==> src/rtl/raw_trk_pkg.sv <==
package raw_trk_pkg;
  typedef enum logic [1:0] {
    MODE_IDLE     = 2'd0,
    MODE_RUN      = 2'd1,
    MODE_WAIT     = 2'd2,
    MODE_SQUASHED = 2'd3
  } spec_mode_e;
endpackage

==> src/rtl/raw_mode_ctrl.sv <==
module raw_mode_ctrl
  import raw_trk_pkg::*;
#(
  parameter int DEG_W = 4
) (
  input  logic             clk_i,
  input  logic             rst_ni,
  input  logic             spawn_i,
  input  logic [DEG_W-1:0] spawn_deg_i,
  input  logic             done_i,
  input  logic             commit_i,
  input  logic             abort_i,
  output spec_mode_e       mode_o,
  output logic [DEG_W-1:0] ver_o,
  output logic             active_o,
  output logic             flush_o
);
  spec_mode_e       mode_q;
  logic [DEG_W-1:0] ver_q;
  logic             active;

  assign active   = (mode_q == MODE_RUN) || (mode_q == MODE_WAIT);
  assign flush_o  = active && (abort_i || commit_i);
  assign active_o = active;
  assign mode_o   = mode_q;
  assign ver_o    = ver_q;

  always_ff @(posedge clk_i or negedge rst_ni) begin
    if (!rst_ni) begin
      mode_q <= MODE_IDLE;
      ver_q  <= '0;
    end else if (active && abort_i) begin
      mode_q <= MODE_SQUASHED;
    end else if (active && commit_i) begin
      mode_q <= MODE_IDLE;
      ver_q  <= '0;
    end else if (spawn_i && (mode_q == MODE_IDLE || mode_q == MODE_SQUASHED)) begin
      mode_q <= MODE_RUN;
      ver_q  <= spawn_deg_i;
    end else if (done_i && mode_q == MODE_RUN) begin
      mode_q <= MODE_WAIT;
    end
  end
endmodule

==> src/rtl/raw_snoop_token.sv <==
module raw_snoop_token #(
  parameter int NUM_CORES = 4,
  parameter int NUM_LINES = 8,
  parameter int DEG_W     = 4,
  localparam int CID_W    = (NUM_CORES > 1) ? $clog2(NUM_CORES) : 1,
  localparam int LINE_W   = (NUM_LINES > 1) ? $clog2(NUM_LINES) : 1
) (
  input  logic                                  clk_i,
  input  logic                                  rst_ni,
  input  logic                                  active_i,
  input  logic                                  flush_i,
  input  logic [DEG_W-1:0]                      ver_i,
  input  logic                                  snp_valid_i,
  input  logic [CID_W-1:0]                      snp_core_i,
  input  logic [DEG_W-1:0]                      snp_deg_i,
  input  logic [LINE_W-1:0]                     snp_line_i,
  input  logic                                  tok_i,
  output logic                                  tok_o,
  output logic                                  apply_o,
  output logic [NUM_LINES-1:0][NUM_CORES-1:0]   pend_o
);
  logic [NUM_LINES-1:0][NUM_CORES-1:0] pend_q;
  logic [NUM_LINES-1:0][NUM_CORES-1:0] hit;
  logic hold_q, extra_q, tok_q;
  logic snp_take, apply;

  // only more-speculative readers create a dependence
  assign snp_take = snp_valid_i && active_i && (snp_deg_i > ver_i);
  assign apply    = hold_q && !extra_q && (|pend_q);

  for (genvar l = 0; l < NUM_LINES; l++) begin : g_line
    for (genvar c = 0; c < NUM_CORES; c++) begin : g_core
      assign hit[l][c] = snp_take && (snp_line_i == LINE_W'(l)) &&
                         (snp_core_i == CID_W'(c));
      always_ff @(posedge clk_i or negedge rst_ni) begin
        if (!rst_ni)      pend_q[l][c] <= 1'b0;
        else if (flush_i) pend_q[l][c] <= 1'b0;
        else              pend_q[l][c] <= (pend_q[l][c] && !apply) || hit[l][c];
      end
    end
  end

  always_ff @(posedge clk_i or negedge rst_ni) begin
    if (!rst_ni) begin
      hold_q  <= 1'b0;
      extra_q <= 1'b0;
      tok_q   <= 1'b0;
    end else begin
      tok_q <= 1'b0;
      if (tok_i) begin
        hold_q  <= 1'b1;
        extra_q <= 1'b0;
      end else if (hold_q) begin
        if (apply) begin
          extra_q <= 1'b1;
        end else begin
          hold_q  <= 1'b0;
          extra_q <= 1'b0;
          tok_q   <= 1'b1;
        end
      end
    end
  end

  assign tok_o   = tok_q;
  assign apply_o = apply;
  assign pend_o  = pend_q;
endmodule

==> src/rtl/raw_ivec_bank.sv <==
module raw_ivec_bank #(
  parameter int NUM_CORES = 4,
  parameter int NUM_LINES = 8
) (
  input  logic                                clk_i,
  input  logic                                rst_ni,
  input  logic                                flush_i,
  input  logic                                apply_i,
  input  logic [NUM_LINES-1:0][NUM_CORES-1:0] pend_i,
  input  logic [NUM_LINES-1:0]                clr_i,
  output logic [NUM_LINES-1:0][NUM_CORES-1:0] ivec_o
);
  logic [NUM_LINES-1:0][NUM_CORES-1:0] ivec_q;

  for (genvar l = 0; l < NUM_LINES; l++) begin : g_line
    logic [NUM_CORES-1:0] kept, added;
    assign kept  = clr_i[l] ? '0 : ivec_q[l];
    assign added = apply_i ? pend_i[l] : '0;
    always_ff @(posedge clk_i or negedge rst_ni) begin
      if (!rst_ni)      ivec_q[l] <= '0;
      else if (flush_i) ivec_q[l] <= '0;
      else              ivec_q[l] <= kept | added;
    end
  end

  assign ivec_o = ivec_q;
endmodule

==> src/rtl/raw_squash_delay.sv <==
module raw_squash_delay #(
  parameter int NUM_CORES = 4,
  parameter int NUM_LINES = 8,
  parameter int DELAY_CYC = 8,
  localparam int LINE_W   = (NUM_LINES > 1) ? $clog2(NUM_LINES) : 1,
  localparam int CNT_W    = $clog2(DELAY_CYC + 1)
) (
  input  logic                                clk_i,
  input  logic                                rst_ni,
  input  logic                                flush_i,
  input  logic                                st_en_i,
  input  logic [LINE_W-1:0]                   st_line_i,
  input  logic [NUM_LINES-1:0][NUM_CORES-1:0] ivec_i,
  output logic [NUM_LINES-1:0]                clr_o,
  output logic                                squash_valid_o,
  output logic [NUM_CORES-1:0]                squash_mask_o
);
  logic [CNT_W-1:0]     cnt_q;
  logic [NUM_LINES-1:0] armed_q, st_hit, arm_eff;
  logic [NUM_CORES-1:0] mask_acc, mask_q;
  logic                 fire, valid_q;

  for (genvar l = 0; l < NUM_LINES; l++) begin : g_hit
    assign st_hit[l] = st_en_i && (st_line_i == LINE_W'(l)) && (|ivec_i[l]);
  end

  assign arm_eff = armed_q | st_hit;
  assign fire    = (cnt_q == CNT_W'(1)) && !flush_i;

  always_comb begin
    mask_acc = '0;
    for (int l = 0; l < NUM_LINES; l++) begin
      if (arm_eff[l]) mask_acc = mask_acc | ivec_i[l];
    end
  end

  always_ff @(posedge clk_i or negedge rst_ni) begin
    if (!rst_ni) begin
      cnt_q   <= '0;
      armed_q <= '0;
      valid_q <= 1'b0;
      mask_q  <= '0;
    end else begin
      valid_q <= 1'b0;
      mask_q  <= '0;
      if (flush_i) begin
        cnt_q   <= '0;
        armed_q <= '0;
      end else if (fire) begin
        cnt_q   <= '0;
        armed_q <= '0;
        valid_q <= 1'b1;
        mask_q  <= mask_acc;
      end else if (cnt_q != '0) begin
        cnt_q   <= cnt_q - CNT_W'(1);
        armed_q <= arm_eff;
      end else if (|st_hit) begin
        cnt_q   <= CNT_W'(DELAY_CYC);
        armed_q <= st_hit;
      end
    end
  end

  assign clr_o          = fire ? arm_eff : '0;
  assign squash_valid_o = valid_q;
  assign squash_mask_o  = mask_q;
endmodule

==> src/rtl/spec_raw_tracker.sv <==
module spec_raw_tracker
  import raw_trk_pkg::*;
#(
  parameter int NUM_CORES = 4,
  parameter int NUM_LINES = 8,
  parameter int DEG_W     = 4,
  parameter int DELAY_CYC = 8,
  localparam int CID_W    = (NUM_CORES > 1) ? $clog2(NUM_CORES) : 1,
  localparam int LINE_W   = (NUM_LINES > 1) ? $clog2(NUM_LINES) : 1
) (
  input  logic                 clk_i,
  input  logic                 rst_ni,
  input  logic                 spawn_i,
  input  logic [DEG_W-1:0]     spawn_deg_i,
  input  logic                 done_i,
  input  logic                 commit_i,
  input  logic                 abort_i,
  input  logic                 st_valid_i,
  input  logic [LINE_W-1:0]    st_line_i,
  input  logic                 snp_valid_i,
  input  logic [CID_W-1:0]     snp_core_i,
  input  logic [DEG_W-1:0]     snp_deg_i,
  input  logic [LINE_W-1:0]    snp_line_i,
  input  logic                 tok_i,
  output logic                 tok_o,
  output logic                 squash_valid_o,
  output logic [NUM_CORES-1:0] squash_mask_o,
  output logic [1:0]           mode_o,
  output logic [DEG_W-1:0]     ver_o
);
  spec_mode_e                          mode;
  logic                                active, flush, apply;
  logic [NUM_LINES-1:0][NUM_CORES-1:0] pend, ivec;
  logic [NUM_LINES-1:0]                clr;

  raw_mode_ctrl #(.DEG_W(DEG_W)) u_mode (
    .clk_i, .rst_ni,
    .spawn_i, .spawn_deg_i, .done_i, .commit_i, .abort_i,
    .mode_o(mode), .ver_o, .active_o(active), .flush_o(flush)
  );

  raw_snoop_token #(.NUM_CORES(NUM_CORES), .NUM_LINES(NUM_LINES), .DEG_W(DEG_W)) u_snoop (
    .clk_i, .rst_ni,
    .active_i(active), .flush_i(flush), .ver_i(ver_o),
    .snp_valid_i, .snp_core_i, .snp_deg_i, .snp_line_i,
    .tok_i, .tok_o, .apply_o(apply), .pend_o(pend)
  );

  raw_ivec_bank #(.NUM_CORES(NUM_CORES), .NUM_LINES(NUM_LINES)) u_ivec (
    .clk_i, .rst_ni,
    .flush_i(flush), .apply_i(apply), .pend_i(pend), .clr_i(clr), .ivec_o(ivec)
  );

  raw_squash_delay #(.NUM_CORES(NUM_CORES), .NUM_LINES(NUM_LINES), .DELAY_CYC(DELAY_CYC)) u_delay (
    .clk_i, .rst_ni,
    .flush_i(flush), .st_en_i(st_valid_i && mode == MODE_RUN), .st_line_i,
    .ivec_i(ivec), .clr_o(clr), .squash_valid_o, .squash_mask_o
  );

  assign mode_o = mode;
endmodule

==> config.mk <==
export PLATFORM = sky130hd
export DESIGN_NAME = spec_raw_tracker
export DESIGN_NICKNAME = d
export VERILOG_FILES = /design/src/rtl/raw_trk_pkg.sv /design/src/rtl/raw_mode_ctrl.sv /design/src/rtl/raw_snoop_token.sv /design/src/rtl/raw_ivec_bank.sv /design/src/rtl/raw_squash_delay.sv /design/src/rtl/spec_raw_tracker.sv
export SDC_FILE = /design/constraint.sdc
export NUM_CORES = 1
export LEC_CHECK = 0
export ABC_AREA = 1
export CAP_MARGIN = 20
export CORE_ASPECT_RATIO = 0.75
export CORE_MARGIN = 4
export CORE_UTILIZATION = 33
export CTS_BUF_LIST = sky130_fd_sc_hd__clkbuf_8
export CTS_CLUSTER_SIZE = 10
export DETAILED_ROUTE_END_ITERATION = 10
export HOLD_SLACK_MARGIN = 0.12
export PLACE_DENSITY = 0.53
export SYNTH_ARGS = -nofsm -noshare
export SYNTH_HDL_FRONTEND = slang
export SYNTH_HIERARCHICAL = 1
export SYNTH_SLANG_ARGS = --single-unit
==> constraint.sdc <==
create_clock -name clk_i -period 1.9 [get_ports clk_i]
set_input_delay 0.38 -clock clk_i [delete_from_list [all_inputs] [get_ports clk_i]]
set_output_delay 0.38 -clock clk_i [all_outputs]
set_load 0.03 [all_outputs]
-- Yosys cells after proc, flatten, opt, wreduce, memory -nomap -nowiden
Index checks and enable logic that the tools add are counted.
- flip-flop bits (word level): 90
- bits of input ports: 25
- output and inout port bits: 12
- word-level logic and storage cells: 337
- add/subtract/negate cells: 1
- order comparisons: 1
- equality and inequality tests: 21
- mux-type cells: 91
- bitwise operators: 17
- reduce and logical (&&, ||, !) cells: 157
- operator list (operator ; number):
    2-to-1 mux 4 bit ; 40
    logical AND 1 bit ; 99
    bitwise OR 4 bit ; 15
    2-to-1 mux 1 bit ; 42
    2-to-1 mux 8 bit ; 5
    logical OR 1 bit ; 35
    OR reduction 32 bit ; 1
    OR reduction 4 bit ; 8
    equality test 3 bit (second input constant) ; 8
    equality test 3 x 2 -> 1 bit (second input constant) ; 4
    nonzero test 4 bit ; 3
    equality test 2 bit (second input constant) ; 4
    2-to-1 mux 2 bit ; 4
    bitwise OR 8 bit ; 1
    OR reduction 8 bit ; 1
    equality test 3 x 1 -> 1 bit (second input constant) ; 2
    zero test 3 bit ; 2
    equality test 2 x 1 -> 1 bit (second input constant) ; 2
    equality test 4 x 1 -> 1 bit (second input constant) ; 1
    greater-than comparator 4 bit ; 1
    zero test 2 bit ; 2
    nonzero test 2 bit ; 2
    subtractor 4 x 1 -> 4 bit (second input constant) ; 1
    zero test 1 bit ; 3
    other kinds (2) ; 2

-- Logic depth before layout (Yosys ltp)
- word-level depth: 22
- mapped depth: 12
- gate-level depth less buffers: 11

-- Cells and area by module
Netlist, hierarchy kept.
- by module, submodules not included (module ; times used ; cells an instance ; area each (um2) ; sequential area each (um2)):
    raw_snoop_token ; 1 ; 216 ; 1770.4 ; 875.8
    raw_ivec_bank ; 1 ; 142 ; 1397.6 ; 800.8
    raw_squash_delay ; 1 ; 205 ; 1283.7 ; 425.4
    raw_mode_ctrl ; 1 ; 38 ; 289.0 ; 150.1
    spec_raw_tracker ; 1 ; 2 ; 10.0 ; 0.0

-- Worst setup path before layout
No wires, ideal clock.
- kind: flip-flop to flip-flop
- from: register u_mode.mode_q[1] (netlist: u_mode/mode_o[1])
- to: register u_ivec.ivec_q (netlist bit u_ivec/ivec_o[7])
- library setup time: 141 ps
- arrival time: 2054 ps
- data required time: 1759 ps
- path slack: -294 ps
- stages on the path, launching flop included: 13
- path buffers: 1
- period minus slack after synthesis: 2194 ps
- path through: dfrtp_1 > inv_1 > ha_1 > inv_2 > o21ai_1 > inv_1 > nor3_4 > inv_2 > buf_6 > a21oi_1 > inv_1 > nand2_1 > a21oi_2
- cells in the longest elaborated chain, start to end: 9
- elaborated cells on any way between the ends: 14
- classes of those cells: 2 x eq/ne; 3 x mux; 2 x bitwise; 7 x reduce/logical
- RTL lines (element ; line ; RTL):
    start: declaration ; raw_mode_ctrl.sv:18 ; spec_mode_e mode_q;
    start signal: assignment ; raw_mode_ctrl.sv:30 ; mode_q <= MODE_IDLE;
    start signal: assignment ; raw_mode_ctrl.sv:33 ; mode_q <= MODE_SQUASHED;
    start signal: assignment ; raw_mode_ctrl.sv:35 ; mode_q <= MODE_IDLE;
    equality test 2 x 1 -> 1 bit / equality test 2 bit (equally long branches) ; raw_mode_ctrl.sv:22 ; assign active = (mode_q == MODE_RUN) || (mode_q == MODE_WAIT);
    logical OR 1 bit * ; raw_mode_ctrl.sv:22 ;
    via active ; spec_raw_tracker.sv:32 ; logic active, flush, apply;
    logical AND 1 bit * ; raw_mode_ctrl.sv:23 ; assign flush_o = active && (abort_i || commit_i);
    via flush ; spec_raw_tracker.sv:32 ;
    zero test 1 bit * ; raw_squash_delay.sv:28 ; assign fire = (cnt_q == CNT_W'(1)) && !flush_i;
    logical AND 1 bit * ; raw_squash_delay.sv:28 ;
    2-to-1 mux 8 bit * ; raw_squash_delay.sv:64 ; assign clr_o = fire ? arm_eff : '0;
    via clr[1] ; spec_raw_tracker.sv:34 ; logic [NUM_LINES-1:0] clr;
    2-to-1 mux 4 bit * ; raw_ivec_bank.sv:17 ; assign kept = clr_i[l] ? '0 : ivec_q[l];
    bitwise OR 4 bit * ; raw_ivec_bank.sv:22 ; else ivec_q[l] <= kept | added;
    2-to-1 mux 4 bit * ; raw_ivec_bank.sv:21 ; else if (flush_i) ivec_q[l] <= '0;
    end signal: indexed assignment ; raw_ivec_bank.sv:22 ;
    end: declaration ; raw_ivec_bank.sv:13 ; logic [NUM_LINES-1:0][NUM_CORES-1:0] ivec_q;
Mark *: on every way through the listed nets, which the timed path passes. The rest lies on a longest branch.
A chain may end at the register's enable or synchronous reset.

-- Final worst setup path
- from: register u_mode.ver_q[2] (netlist: u_mode/ver_o[2])
- to: output port ver_o[2]
- RTL lines (element ; line ; RTL):
    start: declaration ; raw_mode_ctrl.sv:19 ; logic [DEG_W-1:0] ver_q;
    start signal: assignment ; raw_mode_ctrl.sv:39 ; ver_q <= spawn_deg_i;
    end: declaration ; spec_raw_tracker.sv:29 ; output logic [DEG_W-1:0] ver_o
No word-level cell between the ends.

==> results.toml <==
[clock_tree]
path_clk_slew_ns = 0.09
tritoncts = "yes"
clk_latency_ns = 0.36
h-tree-depth = 3
clock_path_buffers = 2
cts_root_buffer = "clkbuf_8"
numClockSinks = 90
cts_inserted_buffers = 9

[routing]
drt_iter0_drc = 317
dr.pass1.iters = 7
vias_per_cell = 4.82
avgRoutedWirePerCell_um = 14.1
ant_nets = 0
vias = 4086
drc = 0
wl_um = 12000

[worst_setup_path]
crit_type = "reg -> out"
r2r_end = "u_ivec/ivec_o[8]"
start_kind = "flip-flop"
worstRegToRegCells = 10
crit_arrival_ns = 1.42
cp_num_cells = 1
critPathBufInv = 1
setup.worst_path.end_class = "output pin"
required_ns = 1.52
crit_chain = "clkdlybuf4s50_1"
crit_path_max_incr_delay_ns = 0.68
cp_top_family = "buffers and inverters"
r2r_slack_ns = 0.12
critPathMaxFanout = 3
timing.rr.start = "u_mode/mode_o[0]"
crit_slowest_cell = "clkdlybuf4s50_1"

[finish]
layout-drive-gt1-share_pct = 18.3
areaGrowthSynthToFinish_pct = 20.8
finalInstanceArea_mm2 = 0.00574
antennaDiodeCount = 0
fillers = 1450
nets = 697

[sta]
finClkSkew_ns = 0.0109
setup_viol = 0
slew_headroom_pct = 69.5
fin_crit_sh_pct = 94.9
clock.fmax_mhz = 554
drv_slew = 0
setup_tns_ns = 0
rsz0062_at_grt = "no"
worst_slew_pin_slew_ns = 0.453
hold_violations = 0
min_period_ns = 1.80

[logic_synthesis]
ys_seq_area_share_pct = 47.4
syn_area_mm2 = 0.00475
synth_warnings = 6
synth.avg_cell_area_um2 = 7.88
yosysUniqueCellTypes = 24
synth_nets = 633
synthesis.instances = 603
ys_seq_elements = 90

[grt]
grt_max_degree = 69
grt_pass1_wl_um = 19900
grt_remaining_overflow = 0
grt_pass1_vias = 3910
grt_use_met2_pct = 20.2
grt_use_total_pct = 14.9
grt-busiest-layer = "met1"
use_met3_pct = 3.30
antenna_found_initial = 0
met1_usage_pct = 23.9

[floorplanning]
dieArea_mm2 = 0.0164
rows = 37
die_h_um = 112
die_x_um = 147
start_util_pct = 34.2
pin_count = 37
coreArea_mm2 = 0.0139

[placed_design]
placed_area_mm2 = 0.00553
dp_hpwl_um = 8870
numPortBuffers = 36
gp_congestion = 0.884

[pwr]
power.density_mw_per_mm2 = 1130
irDropWorstVdd_uv = 576
p_leak_nw = 2.62

[job]
cap_violations = 0

[worst_hold_path]
hold_path.class = "in -> async"

[run_status]
status = "complete, no violations"
==> state kept, by name, indices dropped and copies added (netlist names), 2 cells and up <==
register	flops
u_delay/squash_mask_o	4
u_mode/ver_o	4
u_ivec/ivec_o	32
u_delay/armed_q	8
u_mode/mode_o	2
u_delay/cnt_q	4
u_snoop/pend_o	32
==> cells by family after synthesis <==
logic type	share of synthesized area (%)
AOI/OAI and AO/OA	12.9
buffers and inverters	6.58
adders and majority gates	1.32
xor gates and xnor gates	0.369
and+or+nand+nor	31.5
DFF	47.4
==> area by class of cell <==
type	count	area, µm²	share of cell area, %
well taps	175	219	3.81
inverters	45	174	3.03
flip-flops and latches	90	2250	39.3
clock inverters	6	58.8	1.02
repair buffers	73	686	11.9
multi-input cells	448	2210	38.5
clock buffers	10	138	2.40
==> cell usage after synthesis <==
| master | count | area (µm²) |
|---|---|---|
| inv_2 | 3 | 11.3 |
| inv_1 | 42 | 158 |
| nand3_4 | 1 | 17.5 |
| o21ai_4 | 1 | 16.3 |
| nor3_4 | 1 | 16.3 |
| nor2_2 | 6 | 37.5 |
| buf_6 | 8 | 90.1 |
| xor2_1 | 2 | 17.5 |
| nand3_1 | 9 | 45.0 |
| nor2_1 | 58 | 218 |
| clkbuf_1 | 5 | 18.8 |
| dfrtp_1 | 90 | 2250 |
| nand4_1 | 32 | 200 |
| o21ai_1 | 10 | 50.1 |
| o21ai_0 | 2 | 10.0 |
| a21oi_1 | 46 | 230 |
| a31oi_1 | 1 | 6.26 |
| nor3_1 | 11 | 55.1 |
| ha_1 | 5 | 62.6 |
| nand2_1 | 212 | 796 |
| buf_2 | 7 | 35.0 |
| nand2_2 | 16 | 100 |
| a21oi_2 | 34 | 298 |
| nand3_2 | 1 | 10.0 |
==> routing by layer <==
metal	vias to the layer above	part of all wire, %
li1	2084	-
met1	1886	54
met2	107	40
met3	9	5.2
met4	0	0.73
met5	-	0
==> where the power goes <==
group          leakage, nW  switching (mW)  internal, mW  total, mW
sequential            1.24           0.124          2.10       2.22
clock               0.0995           0.675         0.635       1.31
combinational         1.28            2.01         0.945       2.96
==> layout by cell type (no fill, tap or decap), types with 3 or more instances in the layout <==
| cell type | Yosys | layout |
|---|---|---|
| clkdlybuf4s50_1 | 0 | 33 |
| buf_4 | 0 | 33 |
| nand2_1 | 212 | 212 |
| a21oi_1 | 46 | 45 |
| nor2_2 | 6 | 6 |
| buf_12 | 0 | 4 |
| clkbuf_8 | 0 | 10 |
| nor3_1 | 11 | 11 |
| nand3_1 | 9 | 9 |
| ha_1 | 5 | 5 |
| nor2_1 | 58 | 58 |
| o21ai_1 | 10 | 8 |
| inv_2 | 3 | 3 |
| nand4_1 | 32 | 32 |
| a21oi_2 | 34 | 35 |
| dfrtp_1 | 90 | 88 |
| nand2_2 | 16 | 16 |
| inv_1 | 42 | 41 |
==> worst max-delay path by stage <==
stage                     start  slack (ns)                        to
4_1_cts         u_mode/ver_o[2]        0.05                  ver_o[2]
6_report        u_mode/ver_o[2]         0.1                  ver_o[2]
3_3_place_gp         st_valid_i       -0.15  u_delay/squash_mask_o[1]
5_1_grt         u_mode/ver_o[2]      0.0006                  ver_o[2]
2_1_floorplan  u_mode/mode_o[1]       0.003         u_ivec/ivec_o[11]
3_5_place_dp         st_valid_i       -0.16  u_delay/squash_mask_o[1]
==> through the flow <==
stage	utilization [%]	setup slack [ns]	total power, mW	cells	hold WS (ns)
floorplan	-	0.00296	4.41	603	0.0844
global placement	39.8	-0.150	5.21	830	0.277
global route	41.3	0.000598	6.93	847	0.460
finish	41.3	0.0960	6.49	847	0.441
detailed placement	39.8	-0.161	5.24	830	0.277
CTS	41.3	0.0542	6.56	847	0.438
==> repair_timing <==
| item | CTS | global route |
|---|---|---|
| buffers inserted | 0 | 0 |
| hold endpoints to repair | 17 | 0 |
| pin swaps | 0 | 1 |
| hold buffers | 1 | 0 |
| setup endpoints to repair | 2 | 17 |
| gates resized for setup | 2 | 3 |
No activity file was read; power rests on OpenSTA's default activity.
